**src/rtl/wp_guard.sv**
```systemverilog
module wp_guard #(
  parameter int ADDR_W = 13
) (
  input  logic              clk,
  input  logic              rst_n,
  input  logic              req_valid,
  input  logic [ADDR_W-1:0] req_addr,
  input  logic [7:0]        req_data,
  input  logic              req_single,
  input  logic              pp_pin,
  output logic              wr_ok,
  output logic              wr_reg,
  output logic [7:0]        prot_q
);
  localparam logic [ADDR_W-1:0] TOP_ADDR = '1;

  logic       wel_q, rwel_q;
  logic       ppen_q = 1'b0;
  logic [1:0] lock_q = 2'b00;

  logic hw_prot, in_lock, commit;
  logic cmd_clear, cmd_prog, cmd_wel, cmd_rwel;

  assign hw_prot = pp_pin & ppen_q;
  assign wr_reg  = req_valid & req_single & (req_addr == TOP_ADDR);

  always_comb begin
    case (lock_q)
      2'b01:   in_lock = &req_addr[ADDR_W-1 -: 2];
      2'b10:   in_lock = req_addr[ADDR_W-1];
      2'b11:   in_lock = 1'b1;
      default: in_lock = 1'b0;
    endcase
  end

  assign wr_ok  = req_valid & (wr_reg ? ~hw_prot : (wel_q & ~in_lock));
  assign commit = wr_ok & wr_reg;

  assign cmd_clear = (req_data == 8'h00);
  assign cmd_prog  = rwel_q & (req_data[6:5] == 2'b00) & (req_data[2:0] == 3'b010);
  assign cmd_wel   = (req_data[7:1] == 7'b0000001);
  assign cmd_rwel  = (req_data[7:1] == 7'b0000011) & wel_q;

  always_ff @(posedge clk or negedge rst_n) begin
    if (!rst_n) begin
      wel_q  <= 1'b0;
      rwel_q <= 1'b0;
    end else if (commit) begin
      if (cmd_clear) begin
        wel_q  <= 1'b0;
        rwel_q <= 1'b0;
      end else if (cmd_prog) begin
        rwel_q <= 1'b0;
      end else if (cmd_wel) begin
        wel_q <= 1'b1;
      end else if (cmd_rwel) begin
        rwel_q <= 1'b1;
      end
    end
  end

  always_ff @(posedge clk) begin
    if (rst_n && commit && !cmd_clear && cmd_prog) begin
      ppen_q <= req_data[7];
      lock_q <= req_data[4:3];
    end
  end

  assign prot_q = {ppen_q, 2'b00, lock_q, rwel_q, wel_q, 1'b0};

  assert_rwel_implies_wel_R5: assert property (@(posedge clk) disable iff (!rst_n)
    rwel_q |-> wel_q);

  assert_rwel_rise_R5: assert property (@(posedge clk) disable iff (!rst_n)
    $rose(rwel_q) |-> $past(wel_q));

  assert_frozen_under_pin_R9: assert property (@(posedge clk) disable iff (!rst_n)
    (pp_pin && ppen_q) |=> $stable({ppen_q, lock_q}));

  assert_prog_consumes_rwel_R6: assert property (@(posedge clk) disable iff (!rst_n)
    !$stable({ppen_q, lock_q}) |-> ($past(rwel_q) && !rwel_q));

  assert_locked_all_R8: assert property (@(posedge clk) disable iff (!rst_n)
    (req_valid && !wr_reg && lock_q == 2'b11) |-> !wr_ok);

  assert_reg_target_R2: assert property (@(posedge clk) disable iff (!rst_n)
    wr_reg |-> (req_single && req_valid));
endmodule

```
**config.mk**
```make
export PLATFORM = sky130hd
export DESIGN_NAME = wp_guard
export DESIGN_NICKNAME = d
export VERILOG_FILES = /design/src/rtl/wp_guard.sv
export SDC_FILE = /design/constraint.sdc
export NUM_CORES = 1
export LEC_CHECK = 0
export BUFFER_PORTS_ARGS = -buffer_cell sky130_fd_sc_hd__buf_2
export CELL_PAD_IN_SITES_DETAIL_PLACEMENT = 0
export CELL_PAD_IN_SITES_GLOBAL_PLACEMENT = 1
export CORE_ASPECT_RATIO = 1.1
export CORE_MARGIN = 2
export CORE_UTILIZATION = 20
export CTS_CLUSTER_DIAMETER = 60
export DETAILED_ROUTE_END_ITERATION = 8
export PLACE_DENSITY_LB_ADDON = 0.1
export SETUP_SLACK_MARGIN = 0.5
export SYNTH_ARGS = -nofsm -noshare
export SYNTH_HDL_FRONTEND = slang
export SYNTH_SLANG_ARGS = --single-unit
export TNS_END_PERCENT = 5
```
**constraint.sdc**
```tcl
create_clock -name clk -period 1.27 [get_ports clk]
set_input_delay 0.381 -clock clk [delete_from_list [all_inputs] [get_ports clk]]
set_output_delay 0.381 -clock clk [all_outputs]
set_load 0.03 [all_outputs]
```
==> results of run 1 <==
==> cell type report <==
| cell class | count | area (µm²) |
|---|---|---|
| Multi-Input combinational cell | 28 | 218 |
| Timing Repair Buffer | 42 | 314 |
| Tap cell | 18 | 22.5 |
| Clock buffer | 4 | 26.3 |
| Fill cell | 188 | 1060 |
| Inverter | 1 | 3.75 |
| Sequential cell | 5 | 141 |
==> flip-flops by register name (all words and copies together), names as in the netlist <==
signal / count
wel_q: 1
rwel_q: 1
ppen_q: 1
lock_q: 2
==> stage by stage <==
step                setup WS [ps]  hold WS (ps)  total power [mW]  area (µm²)
global route                 -366           322             0.484         726
floorplan                    -641          85.4             0.207         397
finish                       -329           329             0.460         726
detailed placement           -536           175             0.262         587
global placement             -513           175             0.262         587
CTS                          -334           320             0.464         707
==> where the power goes <==
part	internal [mW]	switching [mW]	leakage [nW]
sequential	0.173	0.000000483	0.0532
clock	0.119	0.0672	0.0150
combinational	0.0548	0.0457	0.290
total	0.347	0.113	0.358
==> routing by layer <==
layer | share of wire | vias up
met4 | 0 | 0
met5 | 0 | -
met1 | 0.43 | 198
met3 | 0.081 | 0
li1 | - | 223
met2 | 0.49 | 23
==> what timing repair did <==
item | CTS | global route
buffers inserted | 2 | 0
hold buffers | 1 | 0
pin swaps | 4 | 3
hold endpoints to repair | 2 | 0
endpoints found under the setup margin | 12 | 12
resized for setup | 20 | 6
==> cells by family after synthesis <==
logic type,share of synthesized area
AND/OR/NAND/NOR,0.364
AO/OA/AOI/OAI,0.126
flip-flops,0.371
buffers and inverters,0.129
other,0.00992
==> critical path, cell delays in order <==
cell	delay [ps]
buf_8	80
nand4_4	100
nor4_4	300
buf_4	160
o21ai_2	60
buf_6	130
==> synthesized netlist by cell type (all sizes together) <==
cell and number:
a21oi 3, a31oi 1, a41oi 1, and3 1
and3b 1, and4 3, buf 6, conb 1
dfrtp 2, edfxtp 3, inv 1, nand2 2
nand3 2, nand4 4, nor2 2, nor3 1
nor4 1, o21a 1, o21ai 2
==> final timing paths <==
check / end / slack (ps) / cells after the start
worst max-delay path: wr_ok / -330 / 6
worst min-delay path: ppen_q$_DFFE_PP_ / 330 / 1
worst max register to register: lock_q[1]$_DFFE_PP_ / -50 / 3
worst min register to register: rwel_q$_DFFE_PN0P_ / 630 / 2
max in group asynchronous: rwel_q$_DFFE_PN0P_ / 660 / 2
min in group asynchronous: wel_q$_DFFE_PN0P_ / 470 / 2
==> placed cells by master, fill, tap and decap left out, types with 2 or more instances in the layout <==
| cell type | synthesis | routed |
|---|---|---|
| buf_4 | 6 | 8 |
| edfxtp_1 | 3 | 3 |
| a21oi_1 | 3 | 3 |
| nand4_1 | 2 | 2 |
| buf_2 | 0 | 21 |
| and4_4 | 0 | 2 |
| nor2_1 | 2 | 2 |
| buf_6 | 0 | 9 |
| nand2_1 | 2 | 2 |
| clkbuf_4 | 0 | 4 |
| buf_8 | 0 | 2 |
| conb_1 | 1 | 3 |
| o21ai_2 | 0 | 2 |
==> results.json, run 1 <==
{
  "peakVddDrop_uv": 624,
  "setup_violations": 6,
  "p_leak_nw": 0.358,
  "grt_max_degree": 6,
  "grt_pass1_vias": 428,
  "path_max_fanout": 3,
  "io_pins": 36,
  "synth.ff_latch_count": 5,
  "syn_area_um2": 378,
  "drive_gt1_frac": 0.688,
  "finalCritPeriodShare": 1.26,
  "worstSetupStartpoint": "req_addr[12]",
  "setup_tns_ps": -1410,
  "ys_seq_area_frac": 0.371,
  "htree_num_levels": 1,
  "cp.arrival_ps": 1220,
  "root_buffer": "clkbuf_4",
  "fin_skew_ps": 0.702,
  "ys_warn_count": 0,
  "synth_area_leader_cell": "edfxtp_1",
  "finalNonFillerCells": 98,
  "hold_violations": 0,
  "yosysTopAreaCellShare": 0.238,
  "grtUsageMet1": 0.139,
  "violations": "setup timing",
  "die_w_um": 45.4,
  "outcome": "finished, violations left",
  "rr_startpoint": "ppen_q$_DFFE_PP_",
  "grt_antenna_before_repair": 0,
  "rows": 16,
  "place_congestion": 0.780,
  "area_growth_syn_to_layout_pct": 92.1,
  "fmax_mhz": 625,
  "die-area_um2": 2250,
  "track_usage": 0.113,
  "grt.met2_usage": 0.174,
  "p_per_area_nw_per_um2": 634,
  "yosys-top-cells-area": "edfxtp_1 (24%), dfrtp_1 (13%), buf_4 (12%)",
  "wl_mm": 1.13,
  "fin_ws_ps": -329,
  "crit_path_end_kind": "output pin",
  "drv_cap": 0,
  "synth.distinct_cells": 23,
  "hold_start": "req_data[7]",
  "grt_overflow": 0,
  "met3_usage": 0.0549,
  "dp_cells": 91,
  "cts_made_buffers": 3,
  "grt_pass1_wl_mm": 1.82,
  "antenna_cells": 0,
  "antenna_left": 0,
  "first_iter_violations": 4,
  "io_buffers": 32,
  "syn_inst": 38,
  "clkSlewWorstSetupHoldPaths_ps": 40,
  "routed_via_density": 4.53,
  "route.vias.total": 444,
  "cts_buffer_depth": 2,
  "die_h_um": 49.6,
  "coreArea_um2": 1780,
  "dp_hpwl_um": 903,
  "busiest_layer": "met2",
  "min_path_type": "in2reg",
  "rsz0062_at_grt": "yes",
  "fin_crit_ps": 1600,
  "dr.pass1.iters": 4,
  "nets": 107,
  "wl_per_cell_um": 11.5,
  "crit_type": "in2out",
  "final_util": 0.407,
  "startpoint_type": "input pin",
  "avgSynthCellArea_um2": 9.94,
  "start_util": 0.212,
  "cp.required_ps": 890,
  "cts_tree": "done",
  "clk_latency_ps": 240,
  "drc": 0,
  "clkSinkCount": 5,
  "slew_violations": 0
}
Power figures use the tool's default switching activity.
==> inputs of run 2 (changes only) <==
--- a/config.mk
+++ b/config.mk
@@ -5,12 +5,13 @@
 export SDC_FILE = /design/constraint.sdc
 export NUM_CORES = 1
 export LEC_CHECK = 0
+export ABC_AREA = 1
 export BUFFER_PORTS_ARGS = -buffer_cell sky130_fd_sc_hd__buf_2
 export CELL_PAD_IN_SITES_DETAIL_PLACEMENT = 0
 export CELL_PAD_IN_SITES_GLOBAL_PLACEMENT = 1
 export CORE_ASPECT_RATIO = 1.1
 export CORE_MARGIN = 2
-export CORE_UTILIZATION = 20
+export CORE_UTILIZATION = 21
 export CTS_CLUSTER_DIAMETER = 60
 export DETAILED_ROUTE_END_ITERATION = 8
 export PLACE_DENSITY_LB_ADDON = 0.1
==> results.json, run 2 <==
{
  "finalNonFillerCells": 144,
  "setup_tns_ps": -1110,
  "seqPwrFrac": 0.361,
  "nets": 143,
  "path_max_fanout": 3,
  "cts_made_buffers": 3,
  "startpoint_type": "input pin",
  "min_path_type": "in2reg",
  "synth.distinct_cells": 18,
  "reg2reg_to": "lock_q[1]$_DFFE_PP_",
  "hold_violations": 0,
  "antenna_left": 0,
  "synth.ff_latch_count": 5,
  "p_per_area_nw_per_um2": 539,
  "coreArea_um2": 2000,
  "cpMaxStageDelayCell": "o31ai_4",
  "yosysMostFrequentCell": "nand2_1",
  "dp_slack_ps": -329,
  "rr_startpoint": "ppen_q$_DFFE_PP_",
  "drv_cap": 0,
  "combPwrFrac": 0.251,
  "mostFrequentLayoutCells": "buf_2 (24), buf_4 (14), nand2_1 (11), nor2_1 (11), buf_6 (9)",
  "clk_latency_ps": 250,
  "clkSlewWorstSetupHoldPaths_ps": 40,
  "power_frac_clock": 0.388,
  "synth_area_leader_cell": "edfxtp_1",
  "dr.pass1.iters": 3,
  "cpPeakStageDelay_ps": 220,
  "peakVddDrop_uv": 251,
  "drc": 0,
  "die_w_um": 47.9,
  "routed_via_density": 4.00,
  "n_fill_cell": 233,
  "hold_start": "req_data[3]",
  "root_buffer": "clkbuf_4",
  "intPower_uw": 350,
  "ys.flop_type": "edfxtp_1",
  "final_util": 0.446,
  "power_switching_uw": 130,
  "wl_mm": 1.26,
  "holdPathEnd": "lock_q[0]$_DFFE_PP_",
  "ys_seq_area_frac": 0.315,
  "largest_reg_flops": 2,
  "grt_overflow": 0,
  "synth-edff-count": 3,
  "regMostFlops": "lock_q",
  "grt_antenna_before_repair": 0,
  "die_h_um": 52.2,
  "setup_violations": 9,
  "cp.arrival_ps": 1150,
  "place_congestion": 0.707,
  "fmax_mhz": 654,
  "first_iter_violations": 5,
  "dp_cells": 136,
  "fin_ws_ps": -260,
  "drive_gt1_frac": 0.603,
  "avgSynthCellArea_um2": 6.53,
  "io_pins": 36,
  "antenna_cells": 0,
  "path_cells": "buf_4 > nand2_2 > nor2_4 > nand2_4 > o31ai_4 > nor2_2 > buf_6",
  "synth_common_cells": "nand2_1 (18), nor2_1 (16), buf_4 (6), inv_1 (6), nand3_1 (4)",
  "slew_violations": 0,
  "grt_pass1_vias": 522,
  "route.vias.total": 576,
  "wl_met1_um": 466,
  "r2r_cells": 4,
  "grt_pass1_wl_mm": 1.97,
  "start_util": 0.222,
  "area_growth_syn_to_layout_pct": 101,
  "wl_met3_um": 102,
  "crit_type": "in2out",
  "crit_path_end_kind": "output pin",
  "cts_buffer_depth": 2,
  "io_buffers": 32,
  "syn_inst": 68,
  "grt_max_degree": 5,
  "dp_hpwl_mm": 1.01,
  "switching_share": 0.270,
  "fin_skew_ps": 2.17,
  "cts_tree": "done",
  "top_layer": "met4",
  "yosysTopAreaCellShare": 0.203,
  "syn_area_um2": 444,
  "min_delay_path_depth": 1,
  "fin_crit_ps": 1530,
  "layout_commonest_cell": "buf_2",
  "wl_per_cell_um": 8.74,
  "rsz0062_at_grt": "yes",
  "die-area_um2": 2500,
  "violations": "setup timing",
  "async_flop_share": 0.400,
  "ys_warn_count": 0,
  "yosys-top-cells-area": "edfxtp_1 (20%), nand2_1 (15%), nor2_1 (14%)",
  "htree_num_levels": 1,
  "rows": 17,
  "holdWs_ps": 346,
  "track_usage": 0.116,
  "cp.required_ps": 890,
  "clkSinkCount": 5,
  "p_leak_nw": 0.435,
  "outcome": "finished, violations left",
  "finalCritPeriodShare": 1.20,
  "rrSetupSlack_ps": 120,
  "met2WireLength_um": 641
}
-- run 2: cell count changes after synthesis, moves of 2 or more --
cell,delta
a21oi_1,-2
and4_1,-2
inv_1,+5
nand2_1,+16
nand3_1,+3
nand4_2,-2
nor2_1,+14
nor2_4,+2
-- run 2: area by class of cell --
cell class | count | area (µm²) | area share
multi-input combinational | 52 | 327 | 0.367
inverter | 7 | 26.3 | 0.0295
sequential | 5 | 140 | 0.157
clock buffer | 4 | 26.3 | 0.0295
timing repair buffer | 48 | 337 | 0.378
tap | 28 | 35.0 | 0.0393
-- run 2: routing by layer --
layer  track usage  vias up
met2         0.193       27
li1              -      301
met4         0.108        0
met3        0.0207        5
met1         0.114      243
met5             0        -
-- run 2: power groups by stage --
stage / Combinational [mW] / Clock [mW] / Sequential (mW)
floorplan: 0.0463 / 0 / 0.176
global placement: 0.106 / 0 / 0.176
detailed placement: 0.106 / 0 / 0.176
CTS: 0.116 / 0.189 / 0.173
global route: 0.134 / 0.207 / 0.173
finish: 0.121 / 0.186 / 0.173
-- run 2: cell families (layout without fill, tap and decap cells) --
| kind of cell | count (synthesis) | count (layout) | synth area share |
|---|---|---|---|
| AOI/OAI and AO/OA | 4 | 4 | 0.0535 |
| buffers and inverters | 13 | 59 | 0.161 |
| DFF | 5 | 5 | 0.316 |
| other | 1 | 3 | 0.00844 |
| and+or+nand+nor | 45 | 45 | 0.462 |
-- run 2: how the worst max path moves through the flow --
stage          depth (start not counted)           startpoint               end  slack, ps
4_1_cts                                4  lock_q[0]$_DFFE_PP_             wr_ok       -270
3_5_place_dp                           7          req_addr[9]             wr_ok       -330
6_report                               7         req_addr[12]             wr_ok       -260
5_1_grt                                8         req_addr[12]             wr_ok       -310
2_1_floorplan                          6            req_valid             wr_ok       -310
3_3_place_gp                           8            req_valid  ppen_q$_DFFE_PP_       -330
-- run 2: critical path, delay by kind of cell --
kind | cells | cell delay, ps
compound gates | 1 | 220
simple gates | 4 | 310
buf+inv | 2 | 230
-- run 2: metrics by stage --
| stage | instance area [µm²] | power (mW) |
|---|---|---|
| after floorplan | 474 | 0.222 |
| after global placement | 714 | 0.282 |
| after detailed placement | 714 | 0.282 |
| after CTS | 852 | 0.478 |
| after global routing | 891 | 0.514 |
| final | 891 | 0.480 |
-- run 2: repair_timing --
item,in CTS,in global routing
gates cloned,0,0
buffers inserted,2,1
endpoints found under the hold margin,2,0
resized for setup,26,7
setup endpoints to repair,12,12
pin swaps,8,4
hold buffers,1,0
==> inputs of run 3 (changes only) <==
--- a/config.mk
+++ b/config.mk
@@ -11,7 +11,7 @@
 export CELL_PAD_IN_SITES_GLOBAL_PLACEMENT = 1
 export CORE_ASPECT_RATIO = 1.1
 export CORE_MARGIN = 2
-export CORE_UTILIZATION = 21
+export CORE_UTILIZATION = 25
 export CTS_CLUSTER_DIAMETER = 60
 export DETAILED_ROUTE_END_ITERATION = 8
 export PLACE_DENSITY_LB_ADDON = 0.1
==> constraint.sdc (replaced) <==
create_clock -name clk -period 1.94 [get_ports clk]
set_input_delay 0.582 -clock clk [delete_from_list [all_inputs] [get_ports clk]]
set_output_delay 0.582 -clock clk [all_outputs]
set_load 0.03 [all_outputs]
==> results.json, run 3 (synthesis gave the netlist of run 2 again) <==
{
  "outcome": "complete, no violations",
  "drc": 0,
  "hold_violations": 0,
  "die-area_um2": 2130,
  "path_cells": "buf_6 > nand2_2 > nor2_4 > nand2_4 > nor2_4 > buf_4 > buf_2",
  "dp_hpwl_um": 944,
  "layout_commonest_cell": "buf_2",
  "antenna_cells": 0,
  "rows": 15,
  "route.vias.total": 545,
  "min_path_type": "in2async",
  "peakVddDrop_uv": 184,
  "cts_buffer_depth": 2,
  "track_usage": 0.119,
  "clkSlewWorstSetupHoldPaths_ps": 40,
  "final_util": 0.509,
  "grt_pass1_wl_mm": 1.72,
  "routed_via_density": 4.40,
  "cts_made_buffers": 3,
  "cts_tree": "done",
  "n_fill_cell": 176,
  "die_h_um": 48.2,
  "grt_max_degree": 5,
  "grtUsageMet1": 0.108,
  "seq_area_um2": 140,
  "first_iter_violations": 2,
  "antenna_left": 0,
  "setup_violations": 0,
  "grt_overflow": 0,
  "largest_reg_flops": 2,
  "coreArea_um2": 1610,
  "p_leak_nw": 0.408,
  "area_growth_syn_to_layout_pct": 84.8,
  "dr.pass1.iters": 3,
  "setup_tns_ps": 0,
  "drv_cap": 0,
  "wl_per_cell_um": 9.39,
  "cp.arrival_ps": 1320,
  "startpoint_type": "input pin",
  "rsz0062_at_grt": "yes",
  "place_congestion": 0.793,
  "htree_num_levels": 1,
  "finalNonFillerCells": 124,
  "grt_pass1_vias": 482,
  "fmax_mhz": 527,
  "finalCritPeriodShare": 0.979,
  "die_w_um": 44.2,
  "regMostFlops": "lock_q",
  "multi_input_area_um2": 313,
  "root_buffer": "clkbuf_4",
  "wl_mm": 1.16,
  "io_buffers": 32,
  "crit_type": "in2out",
  "slew_violations": 0,
  "dp_cells": 118,
  "mostFrequentLayoutCells": "buf_2 (19), nor2_1 (13), buf_6 (13)",
  "clkSinkCount": 5,
  "p_per_area_nw_per_um2": 387,
  "clk_latency_ps": 240,
  "grt.met2_usage": 0.209,
  "nets": 134,
  "met3_usage": 0.0259,
  "crit_top_cell": "nor2_4",
  "start_util": 0.275,
  "cpMaxStageDelayCell": "buf_2",
  "crit_path_end_kind": "output pin",
  "path_max_fanout": 3,
  "drive_gt1_frac": 0.561,
  "fin_skew_ps": 1.37,
  "cpPeakStageDelay_ps": 180,
  "cp.required_ps": 1360,
  "grt_antenna_before_repair": 0,
  "busiest_layer": "met2",
  "fin_crit_ps": 1900,
  "io_pins": 36
}
## run 3: per-layer routing
metal / part of all wire / wire length (µm) / vias to the layer above
met5: 0 / 0 / -
met4: 0.034 / 40 / 0
met3: 0.11 / 129 / 4
met2: 0.49 / 565 / 28
met1: 0.37 / 429 / 227
li1: - / - / 286
## run 3: timing repair
item / in CTS / in global routing
resized for setup: 19 / 7
hold buffers: 0 / 0
pin swaps: 10 / 7
setup buffers: 1 / 1
setup endpoints to repair: 6 / 7
## run 3: report_power, final
group / internal, mW / leakage (nW) / switching, mW
logic: 0.0466 / 0.343 / 0.0396
registers: 0.114 / 0.0497 / 0.00000115
clock network: 0.0776 / 0.0150 / 0.0405
total: 0.238 / 0.408 / 0.0801
## run 3: through the flow
step / hold WS, ps / area, µm² / power, mW / worst slack, ps
after detailed placement: 375 / 648 / 0.179 / -51.6
final: 122 / 821 / 0.318 / 41.6
after floorplan: 286 / 474 / 0.145 / -43.4
after global routing: 114 / 821 / 0.336 / 12.2
after CTS: 117 / 769 / 0.314 / 27.6
after global placement: 375 / 648 / 0.178 / -53.5
## run 3: critical path: cells and delay by family
kind / cells / cell delay, ps
buf+inv: 3 / 360
simple gates: 4 / 370
## run 3: final timing paths
check	startpoint	end	slack [ps]	cells past startpoint
max	req_addr[11]	wr_reg	40	7
min in group clk	req_data[7]	ppen_q$_DFFE_PP_	550	1
min	rst_n	rwel_q$_DFFE_PN0P_	120	1
max reg2reg	ppen_q$_DFFE_PP_	ppen_q$_DFFE_PP_	650	4
min reg2reg	rwel_q$_DFFE_PN0P_	rwel_q$_DFFE_PN0P_	560	2
max in group asynchronous	rst_n	wel_q$_DFFE_PN0P_	1720	1
## run 3: layout make-up
cell class | count | share of cell area
inverters | 7 | 0.0320
clock buffers | 4 | 0.0320
multi-input cells | 52 | 0.381
repair buffers | 39 | 0.358
well taps | 17 | 0.0259
flip-flops and latches | 5 | 0.171
